===== config.mk =====
export PLATFORM = sky130hd
export DESIGN_NAME = mrs_guard
export DESIGN_NICKNAME = d
export VERILOG_FILES = /design/src/rtl/mrs_guard_pkg.sv /design/src/rtl/mrs_idle_chk.sv /design/src/rtl/mrs_win_timer.sv /design/src/rtl/mrs_guard.sv
export SDC_FILE = /design/constraint.sdc
export NUM_CORES = 1
export LEC_CHECK = 0
export BUFFER_PORTS_ARGS = -buffer_cell sky130_fd_sc_hd__buf_2
export CAP_MARGIN = 20
export CORE_ASPECT_RATIO = 0.7
export CORE_UTILIZATION = 39
export CTS_CLUSTER_DIAMETER = 200
export CTS_CLUSTER_SIZE = 8
export DETAILED_ROUTE_END_ITERATION = 7
export PLACE_DENSITY_LB_ADDON = 0.3
export SYNTH_ARGS = -nofsm -noshare
export SYNTH_HDL_FRONTEND = slang
export SYNTH_SLANG_ARGS = --single-unit

===== constraint.sdc =====
create_clock -name clk_i -period 2.45 [get_ports clk_i]
set_clock_uncertainty 0.2 [all_clocks]
set_input_delay 0.1225 -clock clk_i [delete_from_list [all_inputs] [get_ports clk_i]]
set_output_delay 0.1225 -clock clk_i [all_outputs]
set_load 0.02 [all_outputs]

===== src/rtl/mrs_guard_pkg.sv =====
package mrs_guard_pkg;
  typedef enum logic [2:0] {
    CMD_NOP = 3'd0, CMD_DES = 3'd1, CMD_MRS = 3'd2, CMD_ACT = 3'd3,
    CMD_RD  = 3'd4, CMD_WR  = 3'd5, CMD_PRE = 3'd6, CMD_REF = 3'd7
  } cmd_e;

  typedef enum logic [1:0] {
    PH_OLD = 2'd0, PH_UPD = 2'd1, PH_NEW = 2'd2
  } phase_e;
endpackage


===== src/rtl/mrs_idle_chk.sv =====
module mrs_idle_chk #(
  parameter int NB = 8
) (
  input  logic [NB-1:0] bank_pre_i,
  input  logic [NB-1:0] bank_trp_ok_i,
  input  logic          burst_busy_i,
  output logic          all_idle_o
);
  logic [NB-1:0] bank_ok;

  for (genvar b = 0; b < NB; b++) begin : g_bank
    assign bank_ok[b] = bank_pre_i[b] & bank_trp_ok_i[b];
  end

  assign all_idle_o = (&bank_ok) & ~burst_busy_i;
endmodule


===== src/rtl/mrs_win_timer.sv =====
module mrs_win_timer #(
  parameter int CW = 6
) (
  input  logic          clk_i,
  input  logic          rst_ni,
  input  logic          start_i,
  input  logic [CW-1:0] len_i,   // >= 1, window covers start cycle plus len-1
  output logic          busy_o
);
  logic [CW-1:0] cnt_q;

  always_ff @(posedge clk_i or negedge rst_ni) begin
    if (!rst_ni)               cnt_q <= '0;
    else if (start_i)          cnt_q <= len_i - CW'(1);
    else if (cnt_q != '0)      cnt_q <= cnt_q - CW'(1);
  end

  assign busy_o = (cnt_q != '0);
endmodule


===== src/rtl/mrs_guard.sv =====
module mrs_guard
  import mrs_guard_pkg::*;
#(
  parameter int NB = 8,
  parameter int CW = 6,
  parameter int SW = 3,
  parameter int DW = 14
) (
  input  logic          clk_i,
  input  logic          rst_ni,
  input  logic [CW-1:0] cfg_tmod_i,
  input  logic [CW-1:0] cfg_tpd_i,
  input  logic          mrs_req_i,
  input  logic [SW-1:0] mrs_sel_i,
  input  logic [DW-1:0] mrs_data_i,
  output logic          mrs_ack_o,
  input  logic [NB-1:0] bank_pre_i,
  input  logic [NB-1:0] bank_trp_ok_i,
  input  logic          burst_busy_i,
  input  logic [2:0]    sched_cmd_i,
  input  logic [SW-1:0] sched_sel_i,
  input  logic [DW-1:0] sched_addr_i,
  output logic          sched_ready_o,
  input  logic          odt_i,
  input  logic          cke_i,
  output logic [2:0]    cmd_o,
  output logic [SW-1:0] sel_o,
  output logic [DW-1:0] addr_o,
  output logic          odt_o,
  output logic          cke_o,
  output logic [1:0]    phase_o,
  output logic          applied_o
);
  localparam logic [CW-1:0] ONE = CW'(1);

  logic          cfg_loaded_q;
  logic [CW-1:0] tmod_q, tpd_q;
  logic          all_idle, mod_busy, pd_busy;
  logic          issue, upd, upd_q, new_q;

  // delays captured once; zero clamps to one cycle
  always_ff @(posedge clk_i or negedge rst_ni) begin
    if (!rst_ni) begin
      cfg_loaded_q <= 1'b0;
      tmod_q       <= ONE;
      tpd_q        <= ONE;
    end else if (!cfg_loaded_q) begin
      cfg_loaded_q <= 1'b1;
      tmod_q       <= (cfg_tmod_i == '0) ? ONE : cfg_tmod_i;
      tpd_q        <= (cfg_tpd_i  == '0) ? ONE : cfg_tpd_i;
    end
  end

  mrs_idle_chk #(.NB(NB)) u_idle (
    .bank_pre_i    (bank_pre_i),
    .bank_trp_ok_i (bank_trp_ok_i),
    .burst_busy_i  (burst_busy_i),
    .all_idle_o    (all_idle)
  );

  mrs_win_timer #(.CW(CW)) u_mod_tmr (
    .clk_i   (clk_i),
    .rst_ni  (rst_ni),
    .start_i (issue),
    .len_i   (tmod_q),
    .busy_o  (mod_busy)
  );

  mrs_win_timer #(.CW(CW)) u_pd_tmr (
    .clk_i   (clk_i),
    .rst_ni  (rst_ni),
    .start_i (issue),
    .len_i   (tpd_q),
    .busy_o  (pd_busy)
  );

  assign issue         = mrs_req_i & all_idle & cfg_loaded_q & ~mod_busy;
  assign upd           = issue | mod_busy;
  assign mrs_ack_o     = issue;
  assign sched_ready_o = ~upd;

  always_comb begin
    if (issue) begin
      cmd_o  = CMD_MRS;
      sel_o  = mrs_sel_i;
      addr_o = mrs_data_i;
    end else if (mod_busy) begin
      cmd_o  = CMD_NOP;
      sel_o  = '0;
      addr_o = '0;
    end else begin
      cmd_o  = sched_cmd_i;
      sel_o  = sched_sel_i;
      addr_o = sched_addr_i;
    end
  end

  assign odt_o = odt_i & ~upd;
  assign cke_o = cke_i | issue | pd_busy;

  always_ff @(posedge clk_i or negedge rst_ni) begin
    if (!rst_ni) begin
      upd_q <= 1'b0;
      new_q <= 1'b0;
    end else begin
      upd_q <= upd;
      if (issue) new_q <= 1'b1;
    end
  end

  // first cycle after the window, even if another write issues then
  assign applied_o = upd_q & ~mod_busy;
  assign phase_o   = upd ? PH_UPD : (new_q ? PH_NEW : PH_OLD);
endmodule


==> flow_summary.ini, run 1 <==
[setup_path]
r2r-start = u_mod_tmr.cnt_q[1]$_DFFE_PN0N_
crit_path_top_delay_cell = or4_4
crit_top_cell = buf_6
end_kind = output port
worst_setup_path_start_kind = register
rr_endpoint = u_pd_tmr.cnt_q[4]$_DFFE_PN0P_
rr_worst_depth = 12
worstPathRequired_ns = 2.13
arrival_ns = 2.20
slowest_delay_ns = 0.58
cp_max_fo = 5
critPathLaunch = u_mod_tmr.cnt_q[1]$_DFFE_PN0N_
cp_cell_sequence = or4_4 > or3_4 > buf_6 > buf_6 > a21oi_2 > buf_4
critPathKind = reg -> out
rrSetupSlack_ns = -0.06

[logic_synthesis]
yosys-top-cells-area = dfrtp_1 (37%), nand2_1 (9.8%), a21oi_1 (8.0%), mux2_2 (6.7%), nor2_1 (3.8%)
netlist_area_um2 = 1690
async_reset_ff_frac = 1.00
synth_most_common_cell = nand2_1
synth-seq-cells = 27
ys_types = 40
synthCells = 199
syn_nets = 272
avgSynthCellArea_um2 = 8.47
synth_edf_count = 0
seq_area_frac_synth = 0.402
synthDominantCellAreaShare = 0.371
synthTopCellsByCount = nand2_1 (44), a21oi_1 (27), dfrtp_1 (25)
synthFlopType = dfrtp_1
yosys.area.top_type = dfrtp_1
yosys_warnings = 0

[routing]
drt_iter0_markers = 75
avgRoutedWirePerCell_um = 14.4
totalWireLength_um = 5370
detail_route.first_pass.iterations = 5
final_antenna_net_count = 0
routed_via_density = 5.16
vias = 1919
drc = 0

[hold_path]
hp-class = in -> async

[layout]
drive_above_1_share = 0.516
post-route-util = 0.680
fin_nets = 394
final_cells = 372
fillers = 307
diodes = 0
multi_input_area_um2 = 1060
flow.area_growth_from_synthesis_pct = 62.2
final_cell_area_um2 = 2730
ff_latch_area_um2 = 678

[global_routing]
grt_max_degree = 28
grt-ovfl-total = 0
antenna_found_initial = 0
grt_util_all_layers = 0.203
grt_pass1_wl_um = 7200
grt_pass1_vias = 1611

[place]
gp_congestion = 0.829
placed_cell_area_um2 = 2280
dp_hpwl_um = 3550
numPortBuffers = 97
dp.cells = 350
place_ws_ns = -0.0415

[outcome]
violations = negative setup slack
status = finished, violations left

[timing]
period_share = 1.03
tightest_slew_ns = 0.593
slew-limit-headroom = 0.604
slew_violations = 0
setup_tns_ns = -0.310
rsz0062_at_grt = yes
period_minus_slack_ns = 2.52
hold_violations = 0
finalSetupViolCount = 7
setup_ws_ns = -0.0683
fmax_ghz = 0.397

[cts]
cts_root_buf = clkbuf_8
clkTransAtPathRegs_ns = 0.09
clk_latency_ns = 0.27
h-tree-depth = 1
clock_path_buffers = 2
cts_sinks = 27
cts_tree = yes
cts_buffers = 3

[floorplanning]
initial_utilization = 0.419
rows = 19
io_pins = 98
dieHeight_um = 57
fp.dieW_um = 80.6
dieArea_um2 = 4590
coreArea_um2 = 4020

[flow_run]
drv_cap = 0

[pwr]
ir_drop_uv = 420
power_density_nw_per_um2 = 378
power_leakage_nw = 1.38
==> layout make-up <==
type | instances | area share
repair buffers | 128 | 0.319
clock buffers | 3 | 0.0151
clock inverters | 1 | 0.00183
well taps | 52 | 0.0238
multi-input cells | 157 | 0.387
flip-flops and latches | 27 | 0.248
inverters | 4 | 0.00549
==> how the worst max path moves through the flow <==
stage	to	slack, ns	depth (start not counted)
6_report	addr_o[0]	-0.07	6
5_1_grt	u_pd_tmr.cnt_q[4]$_DFFE_PN0P_	-0.24	12
4_1_cts	u_pd_tmr.cnt_q[4]$_DFFE_PN0P_	-0.04	12
3_5_place_dp	u_pd_tmr.cnt_q[4]$_DFFE_PN0P_	-0.04	12
3_3_place_gp	u_pd_tmr.cnt_q[4]$_DFFE_PN0P_	0.02	12
2_1_floorplan	u_pd_tmr.cnt_q[4]$_DFFE_PN0P_	-0.07	11
==> logic make-up (layout without fill, tap and decap cells) <==
| kind of cell | after synthesis | after routing | synth area share |
|---|---|---|---|
| other cells | 1 | 1 | 0.00223 |
| flops | 27 | 27 | 0.402 |
| xor+xnor | 6 | 6 | 0.0312 |
| simple gates | 91 | 91 | 0.265 |
| mux | 14 | 14 | 0.0906 |
| buf+inv | 15 | 136 | 0.0490 |
| compound gates | 43 | 43 | 0.145 |
| fa+ha+maj | 2 | 2 | 0.0148 |
==> cells in the final DEF (no fill, tap or decap), drive strengths merged, types with 5 or more instances in the layout <==
cell type    count
mux2            10
dlygate4sd3     13
o21ai            6
dfrtp           25
nand2           44
buf            113
nor2            18
clkbuf           5
nor3             7
a21oi           27
==> stage by stage <==
step | hold WS [ns] | power (mW)
4_1_cts | 0.198 | 0.995
6_report | 0.191 | 1.03
3_3_place_gp | -0.0375 | 0.724
2_1_floorplan | -0.373 | 0.617
3_5_place_dp | -0.0362 | 0.727
5_1_grt | 0.239 | 1.08
==> flip-flops by register name, indices dropped and copies added (netlist names) <==
name             cells
u_pd_tmr.cnt_q       6
upd_q                1
cfg_loaded_q         1
tmod_q               6
new_q                1
tpd_q                6
u_mod_tmr.cnt_q      6
==> timing repair <==
action / 4_1_cts / 5_1_grt
resized for setup: 5 / 53
endpoints found under the setup margin: 6 / 18
setup buffers: 0 / 2
gates cloned: 0 / 3
endpoints found under the hold margin: 37 / 0
hold buffers: 13 / 0
pin swaps: 0 / 2
==> per-layer routing <==
layer	share of wire	wire length (µm)	vias up	GRT usage
li1	-	-	933	-
met1	0.43	2290	900	0.271
met2	0.49	2630	78	0.343
met3	0.071	379	8	0.0368
met4	0.012	63	0	0.0485
met5	0	0	-	0
==> worst max-delay path: cells and delay by family (launching register included) <==
family,cells,cell delay (ns)
AOI/OAI and AO/OA,1,0.11
buffers and inverters,3,0.41
and+or+nand+nor,2,1.01
DFF,1,0.39
==> where the power goes <==
group | total [mW] | switching [mW] | internal, mW
sequential | 0.495 | 0.0248 | 0.470
combinational | 0.287 | 0.135 | 0.152
clock | 0.251 | 0.137 | 0.114
(Power assumes the default switching activity.)
==> inputs of run 2 (changes only) <==
- RECOVER_POWER: unset -> 50
==> flow_summary.ini, run 2 (synthesized netlist as in run 1, its figures left out) <==
[pwr]
ir_drop_uv = 420
power_leakage_nw = 1.37
swShare = 0.288
power_mw = 1.03
p_seq_frac = 0.480
p_sw_uw = 297
combPwrFrac = 0.277
power_density_nw_per_um2 = 378
internal-power_uw = 735
clockPowerShare = 0.243

[timing]
slew_violations = 0
fmax_ghz = 0.397
rsz0062_at_grt = yes
period_minus_slack_ns = 2.52
setup_ws_ns = -0.0670
slew-limit-headroom = 0.0431
hold_violations = 0
tightest_slew_ns = 1.44
whs_ns = 0.250
period_share = 1.03
finalSetupViolCount = 7

[setup_path]
critPathLaunch = u_mod_tmr.cnt_q[1]$_DFFE_PN0N_
end_kind = output port
critPathKind = reg -> out
worst_setup_path_start_kind = register
rr_endpoint = u_pd_tmr.cnt_q[4]$_DFFE_PN0P_
rrSetupSlack_ns = -0.06
rr_worst_depth = 12
worstPathRequired_ns = 2.13
cp_max_fo = 5
arrival_ns = 2.19
r2r-start = u_mod_tmr.cnt_q[1]$_DFFE_PN0N_

[routing]
vias = 1919
totalWireLength_um = 5370
routed_via_density = 5.16
drt_iter0_markers = 74
drc = 0
avgRoutedWirePerCell_um = 14.4
detail_route.first_pass.iterations = 5
final_antenna_net_count = 0

[floorplanning]
io_pins = 98
dieHeight_um = 57
initial_utilization = 0.419
rows = 19
coreArea_um2 = 4020
fp.dieW_um = 80.6
dieArea_um2 = 4590

[layout]
final_common_cell = buf_2
final_cells = 372
drive_above_1_share = 0.506
layout_common_cells = buf_2 (76), nand2_1 (43), buf_4 (26), dfrtp_1 (25), a21oi_2 (16)
post-route-util = 0.679
fin_nets = 394
flow.area_growth_from_synthesis_pct = 61.8
diodes = 0

[outcome]
violations = negative setup slack
status = finished, violations left

[place]
gp_congestion = 0.829
numPortBuffers = 97
place_ws_ns = -0.0415
dp_hpwl_um = 3550
dp.cells = 350

[hold_path]
hold_path_end = u_pd_tmr.cnt_q[4]$_DFFE_PN0P_
min_path_cells = 6
hp-class = in -> reg
worstHoldStart = bank_trp_ok_i[6]

[cts]
cts_tree = yes
clk_latency_ns = 0.27
cts_sinks = 27
clkTransAtPathRegs_ns = 0.09
cts_root_buf = clkbuf_8
cts_buffers = 3
h-tree-depth = 1
clock_path_buffers = 2

[global_routing]
grt-ovfl-total = 0
grt_pass1_wl_um = 7200
grt_util_all_layers = 0.203
antenna_found_initial = 0
grt_pass1_vias = 1611
grt_max_degree = 28

[flow_run]
drv_cap = 0
-- run 2: area by class of cell --
class / count / area, µm²
clock inverters: 1 / 5.00
multi-input cells: 157 / 1060
fillers: 310 / 1290
well taps: 52 / 65.1
flip-flops and latches: 27 / 678
repair buffers: 128 / 866
inverters: 4 / 15.0
clock buffers: 3 / 41.3
-- run 2: worst max path at each step --
stage	endpoint	slack, ns	depth (start not counted)
2_1_floorplan	u_pd_tmr.cnt_q[4]$_DFFE_PN0P_	-0.07	11
5_1_grt	u_pd_tmr.cnt_q[4]$_DFFE_PN0P_	-0.24	12
6_report	addr_o[0]	-0.07	6
4_1_cts	u_pd_tmr.cnt_q[4]$_DFFE_PN0P_	-0.04	12
3_5_place_dp	u_pd_tmr.cnt_q[4]$_DFFE_PN0P_	-0.04	12
3_3_place_gp	u_pd_tmr.cnt_q[4]$_DFFE_PN0P_	0.02	12
-- run 2: metrics by stage --
step / cell area (µm²) / TNS, ns
floorplan: 1700 / -0.0991
global placement: 2280 / 0
detailed placement: 2280 / -0.0415
CTS: 2470 / -0.0394
global route: 2730 / -1.16
finish: 2730 / -0.306
-- run 2: timing repair --
| item | 4_1_cts | 5_1_grt |
|---|---|---|
| gates resized for setup | 5 | 53 |
| gates cloned | 0 | 3 |
| pin swaps | 0 | 2 |
| setup buffers | 0 | 2 |
| endpoints found under the hold margin | 37 | 0 |
| endpoints found under the setup margin | 6 | 18 |
| hold buffers | 13 | 0 |
-- run 2: worst max-delay path: stages, from the launching register on --
cell	delay [ns]
dfrtp_1	0.39
or4_4	0.58
or3_4	0.42
buf_6	0.14
buf_6	0.12
a21oi_2	0.11
buf_4	0.15
-- run 2: power by group through the flow --
stage	sequential (mW)	clock, mW	combinational (mW)
after global placement	0.502	0	0.223
after CTS	0.494	0.259	0.243
after global routing	0.499	0.272	0.308
after floorplan	0.495	0	0.122
after detailed placement	0.503	0	0.225
final	0.495	0.251	0.286
-- run 2: layer usage --
metal,up-vias,global-route usage,part of all wire
met4,0,0.0485,0.012
met2,77,0.343,0.49
li1,934,-,-
met5,-,0,0
met3,8,0.0368,0.070
met1,900,0.271,0.43
